$ cat src/rtl/cgen_irq_pkg.sv
package cgen_irq_pkg;

    localparam int DATA_W   = 8;
    localparam int ADDR_W   = 2;
    localparam int SEL_W    = 4;
    localparam int BASE_EXP = 10;
    localparam int NSRC     = 3;
    localparam int CNT_W    = BASE_EXP + (1 << SEL_W);

    // source positions inside IEN and FLAGS
    localparam int SRC_TICK = 0;
    localparam int SRC_LOCK = 1;
    localparam int SRC_SCM  = 2;

    typedef enum logic [ADDR_W-1:0] {
        ADDR_CFG = 2'd0,
        ADDR_IEN = 2'd1,
        ADDR_FLG = 2'd2,
        ADDR_RSV = 2'd3
    } reg_addr_e;

    typedef struct packed {
        logic             mon_en;
        logic             run_in_stop;
        logic [SEL_W-1:0] sel;
    } cfg_t;

    localparam int CFG_W = $bits(cfg_t);

    function automatic logic [CNT_W-1:0] last_count(input logic [SEL_W-1:0] sel);
        last_count = (CNT_W'(1) << (BASE_EXP + int'(sel))) - CNT_W'(1);
    endfunction

endpackage

$ cat src/rtl/rti_tick_gen.sv
module rti_tick_gen
    import cgen_irq_pkg::*;
(
    input  logic             clk,
    input  logic             rst,
    input  logic             restart,
    input  logic             advance,
    input  logic [SEL_W-1:0] sel,
    output logic             tick,
    output logic [CNT_W-1:0] cnt_o
);

    logic [CNT_W-1:0] cnt_q;
    logic             at_end;

    assign at_end = (cnt_q == last_count(sel));
    assign tick   = advance && at_end && !restart;
    assign cnt_o  = cnt_q;

    always_ff @(posedge clk) begin
        if (rst || restart) begin
            cnt_q <= '0;
        end else if (advance) begin
            cnt_q <= at_end ? '0 : cnt_q + CNT_W'(1);
        end
    end

endmodule

$ cat src/rtl/stat_sync.sv
module stat_sync #(
    parameter int N = 3
) (
    input  logic         clk,
    input  logic [N-1:0] async_i,
    output logic [N-1:0] sync_o
);

    logic [N-1:0] meta_q;
    logic [N-1:0] sync_q;

    // free-running so the stages are filled while reset is held
    always_ff @(posedge clk) begin
        meta_q <= async_i;
        sync_q <= meta_q;
    end

    assign sync_o = sync_q;

endmodule

$ cat src/rtl/stat_change_det.sv
module stat_change_det #(
    parameter int N = 2
) (
    input  logic         clk,
    input  logic         rst,
    input  logic [N-1:0] level_i,
    output logic [N-1:0] change_o
);

    logic [N-1:0] prev_q;

    for (genvar i = 0; i < N; i++) begin : g_bit
        always_ff @(posedge clk) begin
            // reset loads the present level, so no edge is seen after reset
            prev_q[i] <= level_i[i];
        end
        assign change_o[i] = !rst && (level_i[i] != prev_q[i]);
    end

endmodule

$ cat src/rtl/cgen_irq_unit.sv
module cgen_irq_unit
    import cgen_irq_pkg::*;
(
    input  logic              clk,
    input  logic              rst,
    input  logic              wr_en,
    input  logic [ADDR_W-1:0] wr_addr,
    input  logic [DATA_W-1:0] wr_data,
    input  logic [ADDR_W-1:0] rd_addr,
    output logic [DATA_W-1:0] rd_data,
    input  logic              pseudo_stop_i,
    input  logic              lock_async_i,
    input  logic              scm_async_i,
    input  logic              clk_lost_async_i,
    output logic              irq_o
);

    cfg_t            cfg_q;
    logic [NSRC-1:0] ien_q;
    logic [NSRC-1:0] flags_q;
    logic [NSRC-1:0] set_evt;
    logic [NSRC-1:0] clr_req;

    logic             cfg_wr;
    logic             flg_wr;
    logic             tick_evt;
    logic [CNT_W-1:0] tick_cnt;
    logic             advance;

    logic [2:0] stat_s;   // {clk_lost, scm, lock}
    logic [1:0] level;    // {scm status, lock status}
    logic [1:0] change;   // {scm change, lock change}

    logic unused_wr_hi;
    assign unused_wr_hi = ^wr_data[DATA_W-1:CFG_W];

    assign cfg_wr  = wr_en && (wr_addr == ADDR_CFG);
    assign flg_wr  = wr_en && (wr_addr == ADDR_FLG);
    assign advance = !pseudo_stop_i || cfg_q.run_in_stop;

    always_ff @(posedge clk) begin
        if (rst) begin
            cfg_q <= '0;
            ien_q <= '0;
        end else if (wr_en) begin
            if (wr_addr == ADDR_CFG) cfg_q <= cfg_t'(wr_data[CFG_W-1:0]);
            if (wr_addr == ADDR_IEN) ien_q <= wr_data[NSRC-1:0];
        end
    end

    rti_tick_gen u_tick (
        .clk     (clk),
        .rst     (rst),
        .restart (cfg_wr),
        .advance (advance),
        .sel     (cfg_q.sel),
        .tick    (tick_evt),
        .cnt_o   (tick_cnt)
    );

    stat_sync #(.N(3)) u_sync (
        .clk     (clk),
        .async_i ({clk_lost_async_i, scm_async_i, lock_async_i}),
        .sync_o  (stat_s)
    );

    assign level[0] = stat_s[0];
    assign level[1] = stat_s[1] || (cfg_q.mon_en && stat_s[2]);

    stat_change_det #(.N(2)) u_det (
        .clk      (clk),
        .rst      (rst),
        .level_i  (level),
        .change_o (change)
    );

    assign set_evt[SRC_TICK] = tick_evt;
    assign set_evt[SRC_LOCK] = change[0];
    assign set_evt[SRC_SCM]  = change[1];
    assign clr_req           = flg_wr ? wr_data[NSRC-1:0] : '0;

    for (genvar i = 0; i < NSRC; i++) begin : g_flag
        always_ff @(posedge clk) begin
            if (rst)             flags_q[i] <= 1'b0;
            else if (set_evt[i]) flags_q[i] <= 1'b1;
            else if (clr_req[i]) flags_q[i] <= 1'b0;
        end
    end

    assign irq_o = |(flags_q & ien_q);

    always_comb begin
        rd_data = '0;
        case (reg_addr_e'(rd_addr))
            ADDR_CFG: rd_data[CFG_W-1:0] = cfg_q;
            ADDR_IEN: rd_data[NSRC-1:0]  = ien_q;
            ADDR_FLG: rd_data[NSRC-1:0]  = flags_q;
            default:  rd_data = '0;
        endcase
    end

endmodule

$ cat config.mk
export PLATFORM = sky130hd
export DESIGN_NAME = cgen_irq_unit
export DESIGN_NICKNAME = d
export VERILOG_FILES = /design/src/rtl/cgen_irq_pkg.sv /design/src/rtl/rti_tick_gen.sv /design/src/rtl/stat_sync.sv /design/src/rtl/stat_change_det.sv /design/src/rtl/cgen_irq_unit.sv
export SDC_FILE = /design/constraint.sdc
export NUM_CORES = 1
export LEC_CHECK = 0
export BUFFER_PORTS_ARGS = -buffer_cell sky130_fd_sc_hd__buf_2
export CORE_MARGIN = 2
export CORE_UTILIZATION = 52
export DETAILED_ROUTE_END_ITERATION = 6
export GPL_ROUTABILITY_DRIVEN = 0
export PLACE_DENSITY = 0.71
export SETUP_SLACK_MARGIN = 0.05
export SYNTH_ARGS = -nofsm -noshare
export SYNTH_HDL_FRONTEND = slang
export SYNTH_SLANG_ARGS = --single-unit
$ cat constraint.sdc
create_clock -name clk -period 9.3 [get_ports clk]
set_input_delay 0.93 -clock clk [delete_from_list [all_inputs] [get_ports clk]]
set_output_delay 0.93 -clock clk [all_outputs]
set_load 0.05 [all_outputs]
==> metrics.txt, run 1 <==
run status finished, final reports clean; EDFF count, synth 0; GRT Util Overall 21.4%; Yosys top cell by area dfxtp_1; synth-to-layout area growth 4.66%; crit path launch type flop; Slew HR 47.5%; register area share after synthesis roughly 28%; Crit Path Max Fanout 21; Fillers 559; count of different cell masters after synthesis 66; CP endpoint kind flop; top post-synthesis cells by area dfxtp_1 28%, xor2_1 7.8%, xnor2_1 6.2%, nor3_2 6.1%, mux2i_1 4.3%; number of global-route vias before repair 2574; most common cell after layout, fill and taps aside dfxtp_1; Overflow after GRT 0; multi-input logic area 2130 sq um; commonest cells after routing, fill and taps aside 46 x dfxtp_1, 29 x nor2_1, 29 x xor2_1; synthesized flop and latch total 46; total CTS buffers 5; post-route design area 3430 sq um; post_cts resized 0; pwr dens 114 nW/um^2; Final Hold Viols 0; largest family of logic cells by synthesized area simple AND/OR/NAND/NOR gates; hold bufs inserted after CTS 0; placed cell count around 460; mean area per synthesized cell 8.57 sq um; synthesized area 3270 sq um; DRC Markers 0; initial antenna violation count 0; Slew Limit Fails 0; clock root cell clkbuf_8; Core Box Area 5990 sq um; final worst path period share a little over half; Post-Synth Adder-Cell Area 1.15%; die height approximately 83 um; Arr. time, crit path 5280 ps; non-filler cells, final around 470; first-pass GRT wire length between 10000 and 15000 um; Worst IR Drop VDD around 0.000072 V; Die W 83.4 um; share of layout cells above drive strength 1 19.4%; Synth Area in Compound Gates between 10% and 20%; Vias/cell 5.99; clock tree buffer depth 2; Initial Util 54.7%; Post-DRT Antenna Nets 0; WL final approximately 7300 um; Core Rows 28; maxcap violations 0; First-pass DRT Iterations 5; Die ar. 6950 sq um; largest net degree at the start of global routing 26; ANT cells 0; Synth top area share 28.1%; YS warnings 0; Synth Flop Type dfxtp_1; clock sink count between 40 and 50; slew at the pin closest to its max-slew limit 788 ps; post-layout util 57.2%; skew final 5.69 ps; CTS tree yes; Post-CTS Setup Bufs 0; HP Class reg -> reg; Tmin final a little over 5000 ps; Initial DRC Count 205; H-tree depth 2; RSZ-0062 raised after global routing false; FF/Latch Area 921 sq um; port buffer count 23; CP Data Required Time between 9000 and 10000 ps; Final setup viols 0; wire per inst ~16 um; post-DP HPWL between 5000 and 6000 um; nets 413; Lkg Pwr 0.00123 uW; Mapped Cells roughly 380; Final TNS setup 0 ps; area share of and/or/nand/nor cells after synthesis 32.8%; Setup CP Type reg -> reg; clk_lat worst skew 300 ps; clock slew at reported path FFs 90 ps; async set-reset flop share out of synthesis 0%; xor-xnor portion of the synthesized cell area approximately 14%; vias ~2800; Placed Area 3330 sq um; I/O Pins 28; FMAX between 150 and 200 MHz; mux share of post-synthesis cell area 4.28%
[area by class of cell]
class,instances,share of cell area (%)
multi-input combinational,301,62.3
inverter,10,1.10
tap,75,2.74
sequential,46,26.9
clock inverter,3,0.767
timing repair buffer,27,4.24
clock buffer,5,2.01
[final timing paths]
check	to	slack, ps	from	cells past startpoint
worst max-delay path	u_tick.cnt_o[0]	4190	cfg_q[2]	13
worst min-delay path	u_sync.sync_o[2]	340	u_sync.meta_q[2]	0
worst max register to register	u_tick.cnt_o[0]	4190	cfg_q[2]	13
worst min register to register	u_sync.sync_o[2]	340	u_sync.meta_q[2]	0
[synthesized netlist by cell type, drive strengths merged (4+ instances only)]
cell and count:
nor3 36, o21ai 14, o21a 6, and3 5
nand2b 7, or3 4, xor2 29, nand2 26
mux2i 14, nor2 30, a21oi 14, inv 10
dfxtp 46, nand3b 6, nor2b 7, nor3b 4
buf 18, nand3 12, xnor2 23, and2 4
nand4 14, nor4 7, clkbuf 8
[through the flow]
| stage | worst slack (ps) | hold slack (ps) | power, uW |
|---|---|---|---|
| floorplan | 5780 | 310 | 254 |
| global placement | 4320 | 310 | 265 |
| detailed placement | 4270 | 316 | 266 |
| CTS | 4250 | 340 | 394 |
| global route | 3860 | 343 | 409 |
| finish | 4190 | 336 | 390 |
[per-layer routing]
metal | share of wire, % | global-route usage [%]
met4 | 1.5 | 5.22
met2 | 45 | 33.9
met3 | 6.2 | 3.98
met5 | 0 | 0
met1 | 47 | 30.0
[where the power goes]
group	internal (uW)	switching, uW	total, uW
sequential	203	6.31	209
combinational	19.3	33.3	52.6
clock	55.8	72.3	128
total	278	112	390
[cell families after synthesis]
family                     Yosys count
muxes                               14
and+or+nand+nor                    173
adders and majority gates            3
other                                1
buffers and inverters               36
AOI/OAI and AO/OA                   57
DFF                                 46
xor gates and xnor gates            52
[sequential cells by signal, summed over array words and instances, names as in the netlist]
name	count
u_sync.meta_q	3
u_det.prev_q	2
cfg_q	6
u_tick.cnt_o	26
u_sync.sync_o	3
flags_q	3
ien_q	3
[critical path, cell delays in order, from the launching register on]
cell and delay [ps]:
dfxtp_1 690, ha_1 650, nand2b_1 450, or3_1 470, ha_1 430, o21a_1 210
a21boi_1 170, o221a_2 320, o221ai_2 170, o2111ai_2 150, a2111oi_4 460, and3_1 330
buf_4 370, nor3_1 90
No activity file was read; power rests on OpenSTA's default activity.
==> inputs of run 2 (changes only) <==
--- a/config.mk
+++ b/config.mk
@@ -5,12 +5,13 @@
 export SDC_FILE = /design/constraint.sdc
 export NUM_CORES = 1
 export LEC_CHECK = 0
+export ABC_AREA = 1
 export BUFFER_PORTS_ARGS = -buffer_cell sky130_fd_sc_hd__buf_2
 export CORE_MARGIN = 2
 export CORE_UTILIZATION = 52
 export DETAILED_ROUTE_END_ITERATION = 6
 export GPL_ROUTABILITY_DRIVEN = 0
-export PLACE_DENSITY = 0.71
+export PLACE_DENSITY = 0.74
 export SETUP_SLACK_MARGIN = 0.05
 export SYNTH_ARGS = -nofsm -noshare
 export SYNTH_HDL_FRONTEND = slang
==> constraint.sdc (replaced) <==
create_clock -name clk -period 4.3 [get_ports clk]
set_input_delay 0.43 -clock clk [delete_from_list [all_inputs] [get_ports clk]]
set_output_delay 0.43 -clock clk [all_outputs]
set_load 0.05 [all_outputs]
==> run 2 against run 1 <==
  * Flip-flop and latch count unchanged
  * Final area is 5.5% higher
  * Utilization up 0.068 points
  * Critical path type unchanged
==> metrics.txt, run 2 <==
clock sink count 46 (unchanged); wire per inst 12.4 um (-21%); Final setup viols 0 (unchanged); placed cell count 638 (+39%); Placed Area 3510 sq um (+5.4%); Lkg Pwr 0.00182 uW (+47%); share of layout cells above drive strength 1 11.1% (-8.3 points); Synth top area share 27.4% (-0.76 points); CP Data Required Time 4500 ps (-4960 ps); synth-to-layout area growth 7.44%; Slew HR 61.8% (+14 points); non-filler cells, final 646 (+38%); register area share after synthesis 27.4% (-0.76 points); count of different cell masters after synthesis 37 (-44%); most common cell after layout, fill and taps aside nand2_1; top post-synthesis cells by area dfxtp_1 27%, nand2_1 16%, nor2_1 9.3%, xor2_1 8.8%, inv_1 8.4%; Sw Ratio 30.7% (+2.0 points); FMAX 274 MHz (+40%); run status finished, final reports clean; Overflow after GRT 0 (unchanged); I/O Pins 28 (unchanged); synthesized flop and latch total 46 (unchanged); WL final 7990 um (+9.1%); Hold EP u_sync.meta_q[0]; Hold Path Stages 1 (+1); Net Sw Power 284 uW (+150%); clk_lat worst skew 300 ps (about the same); mean area per synthesized cell 6.16 sq um (-28%); largest net degree at the start of global routing 19 (-27%); top-count cell post-synth nand2_1; CP endpoint kind flop; vias 3409 (+22%); Setup CP Type reg -> reg; initial antenna violation count 0 (unchanged); GRT Util Overall 23.4% (+2.0 points); DRC Markers 0 (unchanged); Initial DRC Count 364 (+78%); Final Hold Viols 0 (unchanged); final worst path period share 85.0% (+30 points); Hold Path Origin lock_async_i; Synth Flop Type dfxtp_1; Internal 641 uW (+130%); clock root cell clkbuf_8; Slew Limit Fails 0 (unchanged); Largest register FFs 26 (unchanged); sequential power share 48.5% (-5.1 points); commonest cells after routing, fill and taps aside 139 x nand2_1, 83 x nor2_1, 75 x inv_1; Worst IR Drop VDD 0.000183 V (+150%); pwr dens 256 nW/um^2 (+120%); Arr. time, crit path 3850 ps (-1430 ps); number of global-route vias before repair 3073 (+19%); Post-DRT Antenna Nets 0 (unchanged); post-DP HPWL 6310 um (+18%); slew at the pin closest to its max-slew limit 567 ps (-221 ps); Yosys top cell by area dfxtp_1; HP Class in -> reg; die height 84.5 um (+1.3%); H-tree depth 2 (unchanged); overall power 925 uW (+140%); Initial Util 53.3% (-1.3 points); Vias/cell 5.28 (-12%); first-pass GRT wire length 13600 um (+9.8%); top post-synthesis cells by count 139 x nand2_1, 83 x nor2_1, 75 x inv_1, 46 x dfxtp_1, 42 x nand3_1; Final TNS setup 0 ps (unchanged); port buffer count 23 (unchanged); ANT cells 0 (unchanged); Die W 84.5 um (+1.3%); Core Rows 29 (+3.6%); async set-reset flop share out of synthesis 0% (unchanged); Post-CTS Setup Bufs 0 (unchanged); synthesized area 3370 sq um (+2.8%); post-route design area 3620 sq um (+5.5%); hold bufs inserted after CTS 0 (unchanged); R2R cell count 20 (+7); First-pass DRT Iterations 5 (unchanged); clock power share 32.0% (-0.9 points); slack of the critical path 644 ps (-3540 ps); Crit Path Max Fanout 18 (-14%); nets 590 (+43%); total CTS buffers 5 (unchanged); Mapped Cells 546 (+43%); crit path launch type flop; clock tree buffer depth 2 (unchanged); R2R Setup Slk 640 ps (-3540 ps); post_cts resized 0 (unchanged); CTS tree yes; Die ar. 7130 sq um (+2.6%); Worst R2R Start cfg_q[1]; maxcap violations 0 (unchanged); YS warnings 0 (unchanged); EDFF count, synth 0 (unchanged); Gate power share 19.5% (+6.0 points); skew final 4.74 ps (-0.948 ps); Tmin final 3660 ps (-1460 ps); FF-to-FF End u_tick.cnt_o[14]; RSZ-0062 raised after global routing false; setup slack after placement 719 ps (-3550 ps); Core Box Area 6310 sq um (+5.4%); clock slew at reported path FFs 90 ps (about the same)
## run 2: kinds of logic after synthesis
group           share of synthesized area (%)
xor+xnor                                 10.4
buf+inv                                  11.7
fa+ha+maj                                1.12
compound gates                           8.70
other cells                             0.111
flops                                    27.4
simple gates                             40.7
## run 2: worst max-delay path by stage
stage                   from               end  depth (start not counted)
finish              cfg_q[1]  u_tick.cnt_o[14]                         20
global route        cfg_q[1]  u_tick.cnt_o[16]                         20
CTS                 cfg_q[1]  u_tick.cnt_o[16]                         20
detailed placement  cfg_q[1]  u_tick.cnt_o[14]                         20
global placement    cfg_q[1]  u_tick.cnt_o[14]                         20
floorplan           cfg_q[2]  u_tick.cnt_o[18]                         20
## run 2: power groups by stage
stage	Clock [uW]	Sequential, uW	Combinational [uW]
2_1_floorplan	0	454	142
3_3_place_gp	0	457	175
3_5_place_dp	0	458	178
4_1_cts	302	448	179
5_1_grt	318	450	203
6_report	296	448	180
## run 2: layout make-up
cell class | instances | area [sq um]
clock buffer | 7 | 96.3
clock inverter | 1 | 8.76
fill | 620 | 2700
inverter | 84 | 315
multi-input combinational | 407 | 2060
sequential | 46 | 921
tap | 77 | 96.3
timing repair buffer | 24 | 123
## run 2: metal layers
metal / share of wire [%] / up-vias / GRT usage, %
met2: 45 / 121 / 38.8
met1: 48 / 1512 / 31.1
met5: 0 / - / 0
met3: 5.1 / 25 / 3.64
li1: - / 1751 / -
met4: 2.5 / 0 / 7.79
## run 2: worst max-delay path: stages (launching register included)
cell	delay (ps)
dfxtp_1	300
buf_4	180
ha_1	520
inv_2	150
nand3_1	200
inv_1	140
nand2_1	90
ha_1	150
inv_1	70
nor2_2	200
nand3_2	180
nor2_1	240
nand2_1	80
nand2_1	60
nand2_1	40
nor2_1	80
nand2_1	90
nor2_4	140
nand4_4	280
nand2_2	290
nor2_1	60
## run 2: through the flow
stage	util (%)	hold slack, ps
final	57.3	221
after global placement	55.6	311
after detailed placement	55.6	313
after global routing	57.3	206
after CTS	57.3	214
after floorplan	-	310
